**src/rtl/rtc_pkg.sv**
```systemverilog
package rtc_pkg;

    typedef enum logic [2:0] {
        ST_IDLE,
        ST_SEC,
        ST_MIN,
        ST_HOUR,
        ST_DATE,
        ST_MONTH,
        ST_YEAR
    } carry_state_e;

    localparam int ADDR_W = 3;
    localparam int DATA_W = 8;

    localparam logic [ADDR_W-1:0] ADDR_SEC   = 3'd0;
    localparam logic [ADDR_W-1:0] ADDR_MIN   = 3'd1;
    localparam logic [ADDR_W-1:0] ADDR_HOUR  = 3'd2;
    localparam logic [ADDR_W-1:0] ADDR_DATE  = 3'd3;
    localparam logic [ADDR_W-1:0] ADDR_MONTH = 3'd4;
    localparam logic [ADDR_W-1:0] ADDR_WDAY  = 3'd5;
    localparam logic [ADDR_W-1:0] ADDR_YEAR  = 3'd6;

    // two-digit BCD increment without range limit
    function automatic logic [7:0] bcd_inc(input logic [7:0] v);
        if (v[3:0] >= 4'd9) return {v[7:4] + 4'd1, 4'd0};
        else                return {v[7:4], v[3:0] + 4'd1};
    endfunction

    // BCD year multiple of four: (10*t + u) mod 4 == (2*t + u) mod 4
    function automatic logic bcd_leap(input logic [7:0] y);
        logic [1:0] s;
        s = {y[4], 1'b0} + y[1:0];
        return (s == 2'd0);
    endfunction

    function automatic logic [7:0] month_last(input logic [7:0] mon, input logic leap);
        case (mon)
            8'h02:                      return leap ? 8'h29 : 8'h28;
            8'h04, 8'h06, 8'h09, 8'h11: return 8'h30;
            default:                    return 8'h31;
        endcase
    endfunction

endpackage

```
**src/rtl/rtc_subsec.sv**
```systemverilog
module rtc_subsec #(
    parameter int SUBTICKS = 4
) (
    input  logic clk,
    input  logic rst_n,
    input  logic sub_tick,
    input  logic run,
    input  logic clear,
    output logic sec_pulse
);
    generate
        if (SUBTICKS <= 1) begin : g_direct
            always_ff @(posedge clk or negedge rst_n) begin
                if (!rst_n) sec_pulse <= 1'b0;
                else        sec_pulse <= sub_tick && run && !clear;
            end
        end else begin : g_count
            localparam int CW = $clog2(SUBTICKS);
            localparam logic [CW-1:0] LAST = CW'(SUBTICKS - 1);
            logic [CW-1:0] cnt_q;

            always_ff @(posedge clk or negedge rst_n) begin
                if (!rst_n) begin
                    cnt_q     <= '0;
                    sec_pulse <= 1'b0;
                end else begin
                    sec_pulse <= 1'b0;
                    if (clear) begin
                        cnt_q <= '0;
                    end else if (sub_tick && run) begin
                        if (cnt_q == LAST) begin
                            cnt_q     <= '0;
                            sec_pulse <= 1'b1;
                        end else begin
                            cnt_q <= cnt_q + 1'b1;
                        end
                    end
                end
            end
        end
    endgenerate

    a_r2_halt_no_pulse: assert property (@(posedge clk) disable iff (!rst_n)
        !run |=> !sec_pulse);
    a_r9_clear_no_pulse: assert property (@(posedge clk) disable iff (!rst_n)
        clear |=> !sec_pulse);

endmodule

```
**src/rtl/rtc_carry_fsm.sv**
```systemverilog
module rtc_carry_fsm
    import rtc_pkg::*;
(
    input  logic clk,
    input  logic rst_n,
    input  logic sec_pulse,
    input  logic halt,
    input  logic wr_en,
    input  logic sec_wrap,
    input  logic min_wrap,
    input  logic day_carry,
    input  logic date_wrap,
    input  logic mon_wrap,
    output logic step_sec,
    output logic step_min,
    output logic step_hour,
    output logic step_date,
    output logic step_month,
    output logic step_year
);
    carry_state_e state_q, state_d;

    always_ff @(posedge clk or negedge rst_n) begin
        if (!rst_n) state_q <= ST_IDLE;
        else        state_q <= state_d;
    end

    always_comb begin
        state_d = ST_IDLE;
        unique case (state_q)
            ST_IDLE:  state_d = (sec_pulse && !halt) ? ST_SEC : ST_IDLE;
            ST_SEC:   state_d = sec_wrap  ? ST_MIN   : ST_IDLE;
            ST_MIN:   state_d = min_wrap  ? ST_HOUR  : ST_IDLE;
            ST_HOUR:  state_d = day_carry ? ST_DATE  : ST_IDLE;
            ST_DATE:  state_d = date_wrap ? ST_MONTH : ST_IDLE;
            ST_MONTH: state_d = mon_wrap  ? ST_YEAR  : ST_IDLE;
            ST_YEAR:  state_d = ST_IDLE;
            default:  state_d = ST_IDLE;
        endcase
        if (wr_en) state_d = ST_IDLE;
    end

    always_comb begin
        step_sec   = 1'b0;
        step_min   = 1'b0;
        step_hour  = 1'b0;
        step_date  = 1'b0;
        step_month = 1'b0;
        step_year  = 1'b0;
        unique case (state_q)
            ST_IDLE:  ;
            ST_SEC:   step_sec   = !wr_en;
            ST_MIN:   step_min   = !wr_en;
            ST_HOUR:  step_hour  = !wr_en;
            ST_DATE:  step_date  = !wr_en;
            ST_MONTH: step_month = !wr_en;
            ST_YEAR:  step_year  = !wr_en;
            default:  ;
        endcase
    end

    a_r10_write_abort: assert property (@(posedge clk) disable iff (!rst_n)
        wr_en |=> state_q == ST_IDLE);
    a_r10_ripple_order: assert property (@(posedge clk) disable iff (!rst_n)
        state_q == ST_MIN |-> $past(state_q) == ST_SEC);
    a_r2_halt_holds_idle: assert property (@(posedge clk) disable iff (!rst_n)
        (state_q == ST_IDLE && halt) |=> state_q == ST_IDLE);

endmodule

```
**src/rtl/rtc_fields.sv**
```systemverilog
module rtc_fields
    import rtc_pkg::*;
(
    input  logic              clk,
    input  logic              rst_n,
    input  logic              wr_en,
    input  logic [ADDR_W-1:0] wr_addr,
    input  logic [DATA_W-1:0] wr_data,
    input  logic              step_sec,
    input  logic              step_min,
    input  logic              step_hour,
    input  logic              step_date,
    input  logic              step_month,
    input  logic              step_year,
    output logic [DATA_W-1:0] sec_q,
    output logic [DATA_W-1:0] min_q,
    output logic [DATA_W-1:0] hour_q,
    output logic [DATA_W-1:0] date_q,
    output logic [DATA_W-1:0] mon_q,
    output logic [DATA_W-1:0] wday_q,
    output logic [DATA_W-1:0] year_q,
    output logic              halt,
    output logic              sec_wrap,
    output logic              min_wrap,
    output logic              day_carry,
    output logic              date_wrap,
    output logic              mon_wrap
);
    logic       mode12;
    logic [7:0] hour_next;

    assign halt      = sec_q[7];
    assign mode12    = hour_q[7];
    assign sec_wrap  = (sec_q[6:0] == 7'h59);
    assign min_wrap  = (min_q[6:0] == 7'h59);
    assign day_carry = mode12 ? (hour_q[5] && hour_q[4:0] == 5'h11)
                              : (hour_q[5:0] == 6'h23);
    assign date_wrap = (date_q == month_last(mon_q, bcd_leap(year_q)));
    assign mon_wrap  = (mon_q == 8'h12);

    always_comb begin
        if (mode12) begin
            if (hour_q[4:0] == 5'h11)      hour_next = {2'b10, ~hour_q[5], 5'h12};
            else if (hour_q[4:0] == 5'h12) hour_next = {2'b10, hour_q[5], 5'h01};
            else                           hour_next = {2'b10, hour_q[5], bcd_inc({3'b0, hour_q[4:0]})[4:0]};
        end else begin
            if (hour_q[5:0] == 6'h23)      hour_next = 8'h00;
            else                           hour_next = {2'b00, bcd_inc({2'b0, hour_q[5:0]})[5:0]};
        end
    end

    always_ff @(posedge clk or negedge rst_n) begin
        if (!rst_n) begin
            sec_q  <= 8'h00;
            min_q  <= 8'h00;
            hour_q <= 8'h00;
            date_q <= 8'h01;
            mon_q  <= 8'h01;
            wday_q <= 8'h01;
            year_q <= 8'h00;
        end else if (wr_en) begin
            unique case (wr_addr)
                ADDR_SEC:   sec_q  <= wr_data;
                ADDR_MIN:   min_q  <= {1'b0, wr_data[6:0]};
                ADDR_HOUR:  hour_q <= {wr_data[7], 1'b0, wr_data[5:0]};
                ADDR_DATE:  date_q <= {2'b0, wr_data[5:0]};
                ADDR_MONTH: mon_q  <= {3'b0, wr_data[4:0]};
                ADDR_WDAY:  wday_q <= {5'b0, wr_data[2:0]};
                ADDR_YEAR:  year_q <= wr_data;
                default:    ;
            endcase
        end else begin
            if (step_sec)   sec_q  <= sec_wrap ? {sec_q[7], 7'h00} : {sec_q[7], bcd_inc({1'b0, sec_q[6:0]})[6:0]};
            if (step_min)   min_q  <= min_wrap ? 8'h00 : bcd_inc(min_q);
            if (step_hour)  hour_q <= hour_next;
            if (step_date) begin
                date_q <= date_wrap ? 8'h01 : bcd_inc(date_q);
                wday_q <= (wday_q[2:0] == 3'd7) ? 8'h01 : {5'b0, wday_q[2:0] + 3'd1};
            end
            if (step_month) mon_q  <= mon_wrap ? 8'h01 : bcd_inc(mon_q);
            if (step_year)  year_q <= (year_q == 8'h99) ? 8'h00 : bcd_inc(year_q);
        end
    end

    a_r1_sec_wrap: assert property (@(posedge clk) disable iff (!rst_n)
        (step_sec && !wr_en && sec_q[6:0] == 7'h59) |=> sec_q[6:0] == 7'h00);
    a_r5_wday_range: assert property (@(posedge clk) disable iff (!rst_n)
        (step_date && !wr_en) |=> (wday_q >= 8'h01 && wday_q <= 8'h07));
    a_r6_leap_day: assert property (@(posedge clk) disable iff (!rst_n)
        (step_date && !wr_en && mon_q == 8'h02 && date_q == 8'h28 && bcd_leap(year_q))
        |=> date_q == 8'h29);
    a_r4_pm_toggle: assert property (@(posedge clk) disable iff (!rst_n)
        (step_hour && !wr_en && mode12 && hour_q[4:0] == 5'h11)
        |=> hour_q[5] != $past(hour_q[5]));

endmodule

```
**src/rtl/rtc_calendar_core.sv**
```systemverilog
module rtc_calendar_core
    import rtc_pkg::*;
#(
    parameter int SUBTICKS = 4
) (
    input  logic              clk,
    input  logic              rst_n,
    input  logic              sub_tick,
    input  logic              wr_en,
    input  logic [ADDR_W-1:0] wr_addr,
    input  logic [DATA_W-1:0] wr_data,
    input  logic [ADDR_W-1:0] rd_addr,
    output logic [DATA_W-1:0] rd_data
);
    logic [DATA_W-1:0] sec_q, min_q, hour_q, date_q, mon_q, wday_q, year_q;
    logic halt, sec_pulse;
    logic sec_wrap, min_wrap, day_carry, date_wrap, mon_wrap;
    logic step_sec, step_min, step_hour, step_date, step_month, step_year;

    rtc_subsec #(.SUBTICKS(SUBTICKS)) u_subsec (
        .clk       (clk),
        .rst_n     (rst_n),
        .sub_tick  (sub_tick),
        .run       (!halt),
        .clear     (wr_en && wr_addr == ADDR_SEC),
        .sec_pulse (sec_pulse)
    );

    rtc_carry_fsm u_fsm (
        .clk        (clk),
        .rst_n      (rst_n),
        .sec_pulse  (sec_pulse),
        .halt       (halt),
        .wr_en      (wr_en),
        .sec_wrap   (sec_wrap),
        .min_wrap   (min_wrap),
        .day_carry  (day_carry),
        .date_wrap  (date_wrap),
        .mon_wrap   (mon_wrap),
        .step_sec   (step_sec),
        .step_min   (step_min),
        .step_hour  (step_hour),
        .step_date  (step_date),
        .step_month (step_month),
        .step_year  (step_year)
    );

    rtc_fields u_fields (
        .clk        (clk),
        .rst_n      (rst_n),
        .wr_en      (wr_en),
        .wr_addr    (wr_addr),
        .wr_data    (wr_data),
        .step_sec   (step_sec),
        .step_min   (step_min),
        .step_hour  (step_hour),
        .step_date  (step_date),
        .step_month (step_month),
        .step_year  (step_year),
        .sec_q      (sec_q),
        .min_q      (min_q),
        .hour_q     (hour_q),
        .date_q     (date_q),
        .mon_q      (mon_q),
        .wday_q     (wday_q),
        .year_q     (year_q),
        .halt       (halt),
        .sec_wrap   (sec_wrap),
        .min_wrap   (min_wrap),
        .day_carry  (day_carry),
        .date_wrap  (date_wrap),
        .mon_wrap   (mon_wrap)
    );

    always_comb begin
        unique case (rd_addr)
            ADDR_SEC:   rd_data = sec_q;
            ADDR_MIN:   rd_data = min_q;
            ADDR_HOUR:  rd_data = hour_q;
            ADDR_DATE:  rd_data = date_q;
            ADDR_MONTH: rd_data = mon_q;
            ADDR_WDAY:  rd_data = wday_q;
            ADDR_YEAR:  rd_data = year_q;
            default:    rd_data = '0;
        endcase
    end

    a_r8_spare_bits: assert property (@(posedge clk) disable iff (!rst_n)
        (min_q[7] == 1'b0) && (hour_q[6] == 1'b0) && (date_q[7:6] == 2'b00)
        && (mon_q[7:5] == 3'b000) && (wday_q[7:3] == 5'b00000));

endmodule

```
**config.mk**
```make
export PLATFORM = sky130hd
export DESIGN_NAME = rtc_calendar_core
export DESIGN_NICKNAME = d
export VERILOG_FILES = /design/src/rtl/rtc_pkg.sv /design/src/rtl/rtc_subsec.sv /design/src/rtl/rtc_carry_fsm.sv /design/src/rtl/rtc_fields.sv /design/src/rtl/rtc_calendar_core.sv
export SDC_FILE = /design/constraint.sdc
export NUM_CORES = 1
export LEC_CHECK = 0
export ABC_AREA = 1
export BUFFER_PORTS_ARGS = -buffer_cell sky130_fd_sc_hd__buf_2
export CORE_MARGIN = 5
export CORE_UTILIZATION = 42
export DETAILED_ROUTE_END_ITERATION = 6
export GPL_ROUTABILITY_DRIVEN = 0
export HOLD_SLACK_MARGIN = 0.05
export PLACE_DENSITY_LB_ADDON = 0.12
export SYNTH_ARGS = -nofsm -noshare
export SYNTH_HDL_FRONTEND = slang
export SYNTH_SLANG_ARGS = --single-unit
```
**constraint.sdc**
```tcl
create_clock -name clk -period 2.45 [get_ports clk]
set_clock_uncertainty 0.15 [all_clocks]
set_input_delay 0.1225 -clock clk [delete_from_list [all_inputs] [get_ports clk]]
set_output_delay 0.1225 -clock clk [all_outputs]
set_load 0.02 [all_outputs]
```
==> metrics.yaml <==
fin_util_pct: 48.2
fin_setup_tns_ps: 0
post_dp_cell_area_sq_um: 4520
slew_headroom_pct: 59.3
min_period_ps: 2200
timing.rr.start: "u_fields.mon_q[0]"
path_max_fanout: 8
endpoint_kind: "flop"
insertion_delay_ps: 330
finalSetupViolCount: 0
status: "complete, no violations"
p_seq_share_pct: 42.9
clock-sinks: 56
drt_iter0_drc: 437
numCtsBuffers: 5
cp_data_arrival_time_ps: 2280
fp.dieArea_sq_um: 12100
dp_hpwl_um: 9850
final_cell_mix: "nand2_1 (102), inv_1 (91), nor2_1 (53), dfrtp_1 (53)"
swShare_pct: 45.1
ios: 26
cts_setup_buffers: 0
whs_path_depth: 3
hold_class: "primary input to flop"
multi_input_area_sq_um: 2410
synth.distinct_cells: 45
cts_tree: "yes"
rsz0062_at_grt: "no"
synth-main-ff-cell: "dfrtp_1"
nNetsFinal: 661
p_sw_mw: 1.61
path_clk_slew_ps: 110
combPwrFrac_pct: 41.7
tightest_slew_ps: 610
antenna_found_initial: 0
grt_first_pass_wirelength_um: 20400
cts_buffer_depth: 2
rr_worst_depth: 16
drive_above_1_share_pct: 11.5
rows: 36
diodes: 0
crit_path_start_kind: "flop"
fill_cells: 1018
fmax_ghz: 0.454
ant_nets: 0
vdd_ir_drop_max_mv: 0.302
r2r_end: "u_fields.date_q[7]"
grt_pass1_vias: 3922
syn-cell-area_sq_um: 4220
synth_nets: 621
cp-endpoint: "u_fields.date_q[7]"
hold_viol_final: 0
reg2reg_slack_ps: 250
final_common_cell: "nand2_1"
io_buffer_count: 25
synthArstFlopShare_pct: 100
p_clk_share_pct: 15.3
syn_inst: 568
startpoint: "u_fields.mon_q[0]"
drv_slew: 0
synth_seq_cells: 56
power_density_nw_per_um2: 757
pre_cts_slack_ps: 269
crit_required_ps: 2530
firstDrtPassIters: 7
seq_area_frac_synth_pct: 33.3
via_count: 4048
cts_root_buffer: "clkbuf_8"
die_h_um: 110
worstSetupPathType: "flop to flop"
final_area_sq_um: 4710
postSynthAreaPerCell_sq_um: 7.43
drt-wirelength-per-cell_um: 16.8
synth-edff-count: 0
area_delta_synth_final_pct: 11.7
worst_hold_slack_ps: 50.0
ys_warn_count: 0
cap_violations: 0
regArea_sq_um: 1410
grt_max_degree: 34
overflow: 0
die_x_um: 110
fin_crit_sh_pct: 89.8
wl_um: 12500
p_leak_nw: 2.33
via_per_inst: 5.46
initial_core_util_pct: 43.2
core-area_sq_um: 9770
fin_ws_ps: 249
cell_internal_pwr_mw: 1.96
route.detailed.drc: 0
h-tree-depth: 2
grt.total_usage_pct: 22.1
-- cell usage after synthesis, drive strengths merged, types with 2 or more instances --
cell type	instances	area, sq um
inv	100	375
xor2	11	96.3
a31oi	18	119
a22oi	2	15.0
o21ai	37	193
a21oi	31	174
o31ai	3	22.5
buf	5	25.0
nor3	19	100
a32oi	2	17.5
nand3	37	210
o22ai	11	68.8
nand2	109	442
nand4	6	37.5
a221oi	6	52.6
nor4	2	12.5
nor2	56	228
o221ai	5	43.8
dfrtp	53	1330
xnor2	2	17.5
ha	35	438
dfstp	3	78.8
a211oi	5	37.5
-- cell type report --
type / instances / share of cell area, %
inverters: 100 / 7.97
well taps: 133 / 3.53
clock inverters: 2 / 0.345
clock buffers: 6 / 1.54
multi-input cells: 406 / 51.1
repair buffers: 39 / 5.68
flip-flops and latches: 56 / 29.8
-- worst max-delay path, stage by stage (launching register included) --
cell	delay, ps
dfstp_2	580
inv_1	110
ha_1	260
inv_1	60
nand2_1	40
nand2_1	50
nand2_1	40
nand2_1	80
nand3_1	70
nand2_1	70
inv_1	60
nor2_4	140
nand2_4	110
nand2_2	90
nand2_4	70
nand2_1	70
o21ai_2	50
-- power groups by stage --
stage | Clock [mW] | Combinational [mW] | Sequential (mW)
final | 0.547 | 1.49 | 1.53
after global routing | 0.601 | 1.71 | 1.58
after CTS | 0.569 | 1.49 | 1.53
after detailed placement | 0 | 1.47 | 1.55
after global placement | 0 | 1.43 | 1.54
after floorplan | 0 | 1.11 | 1.44
-- metal layers --
layer	vias up	wire length, um	share of wire, %	track usage (%)
li1	1984	-	-	-
met5	-	0	0	0
met1	1907	5700	46	31.1
met4	0	171	1.4	4.75
met2	144	5740	46	36.1
met3	13	847	6.8	3.32
-- what timing repair did --
action                                 in CTS  in global routing
hold buffers                               10                  0
gates resized for setup                     0                  0
endpoints found under the hold margin      36                  0
-- per-stage QoR --
step / power, mW / cells
after floorplan: 2.55 / 568
after global placement: 2.98 / 724
after detailed placement: 3.01 / 724
after CTS: 3.59 / 742
after global routing: 3.88 / 742
final: 3.57 / 742
-- worst min-delay path by stage --
stage          slack [ps]        from                 end
6_report               50  wr_data[6]   u_fields.sec_q[6]
5_1_grt                60  wr_data[6]   u_fields.sec_q[6]
4_1_cts                60  wr_data[6]   u_fields.sec_q[6]
3_5_place_dp           30       rst_n   u_fields.mon_q[7]
3_3_place_gp           30       rst_n   u_fields.mon_q[7]
2_1_floorplan        -320       rst_n  u_fields.date_q[1]
-- logic make-up (layout without fill, tap and decap cells) --
| group | after synthesis | in the layout | share of synthesized area [%] |
|---|---|---|---|
| AND/OR/NAND/NOR | 231 | 231 | 24.9 |
| AO/OA/AOI/OAI | 126 | 126 | 18.9 |
| buffers and inverters | 106 | 147 | 9.58 |
| flip-flops | 56 | 56 | 33.3 |
| adder cells (fa/ha/maj) | 35 | 35 | 10.4 |
| XOR/XNOR | 13 | 13 | 2.70 |
| multiplexers | 1 | 1 | 0.267 |
-- state kept, by name, summed over array words and instances, names as in the netlist --
signal / cells
u_fields.sec_q: 8
u_subsec.sec_pulse: 1
u_fields.mon_q: 8
u_fields.hour_q: 7
u_fields.date_q: 8
u_subsec.g_count.cnt_q: 2
u_fields.wday_q: 3
u_fields.min_q: 8
u_fsm.state_q: 3
u_fields.year_q: 8
No activity file was read; power rests on OpenSTA's default activity.
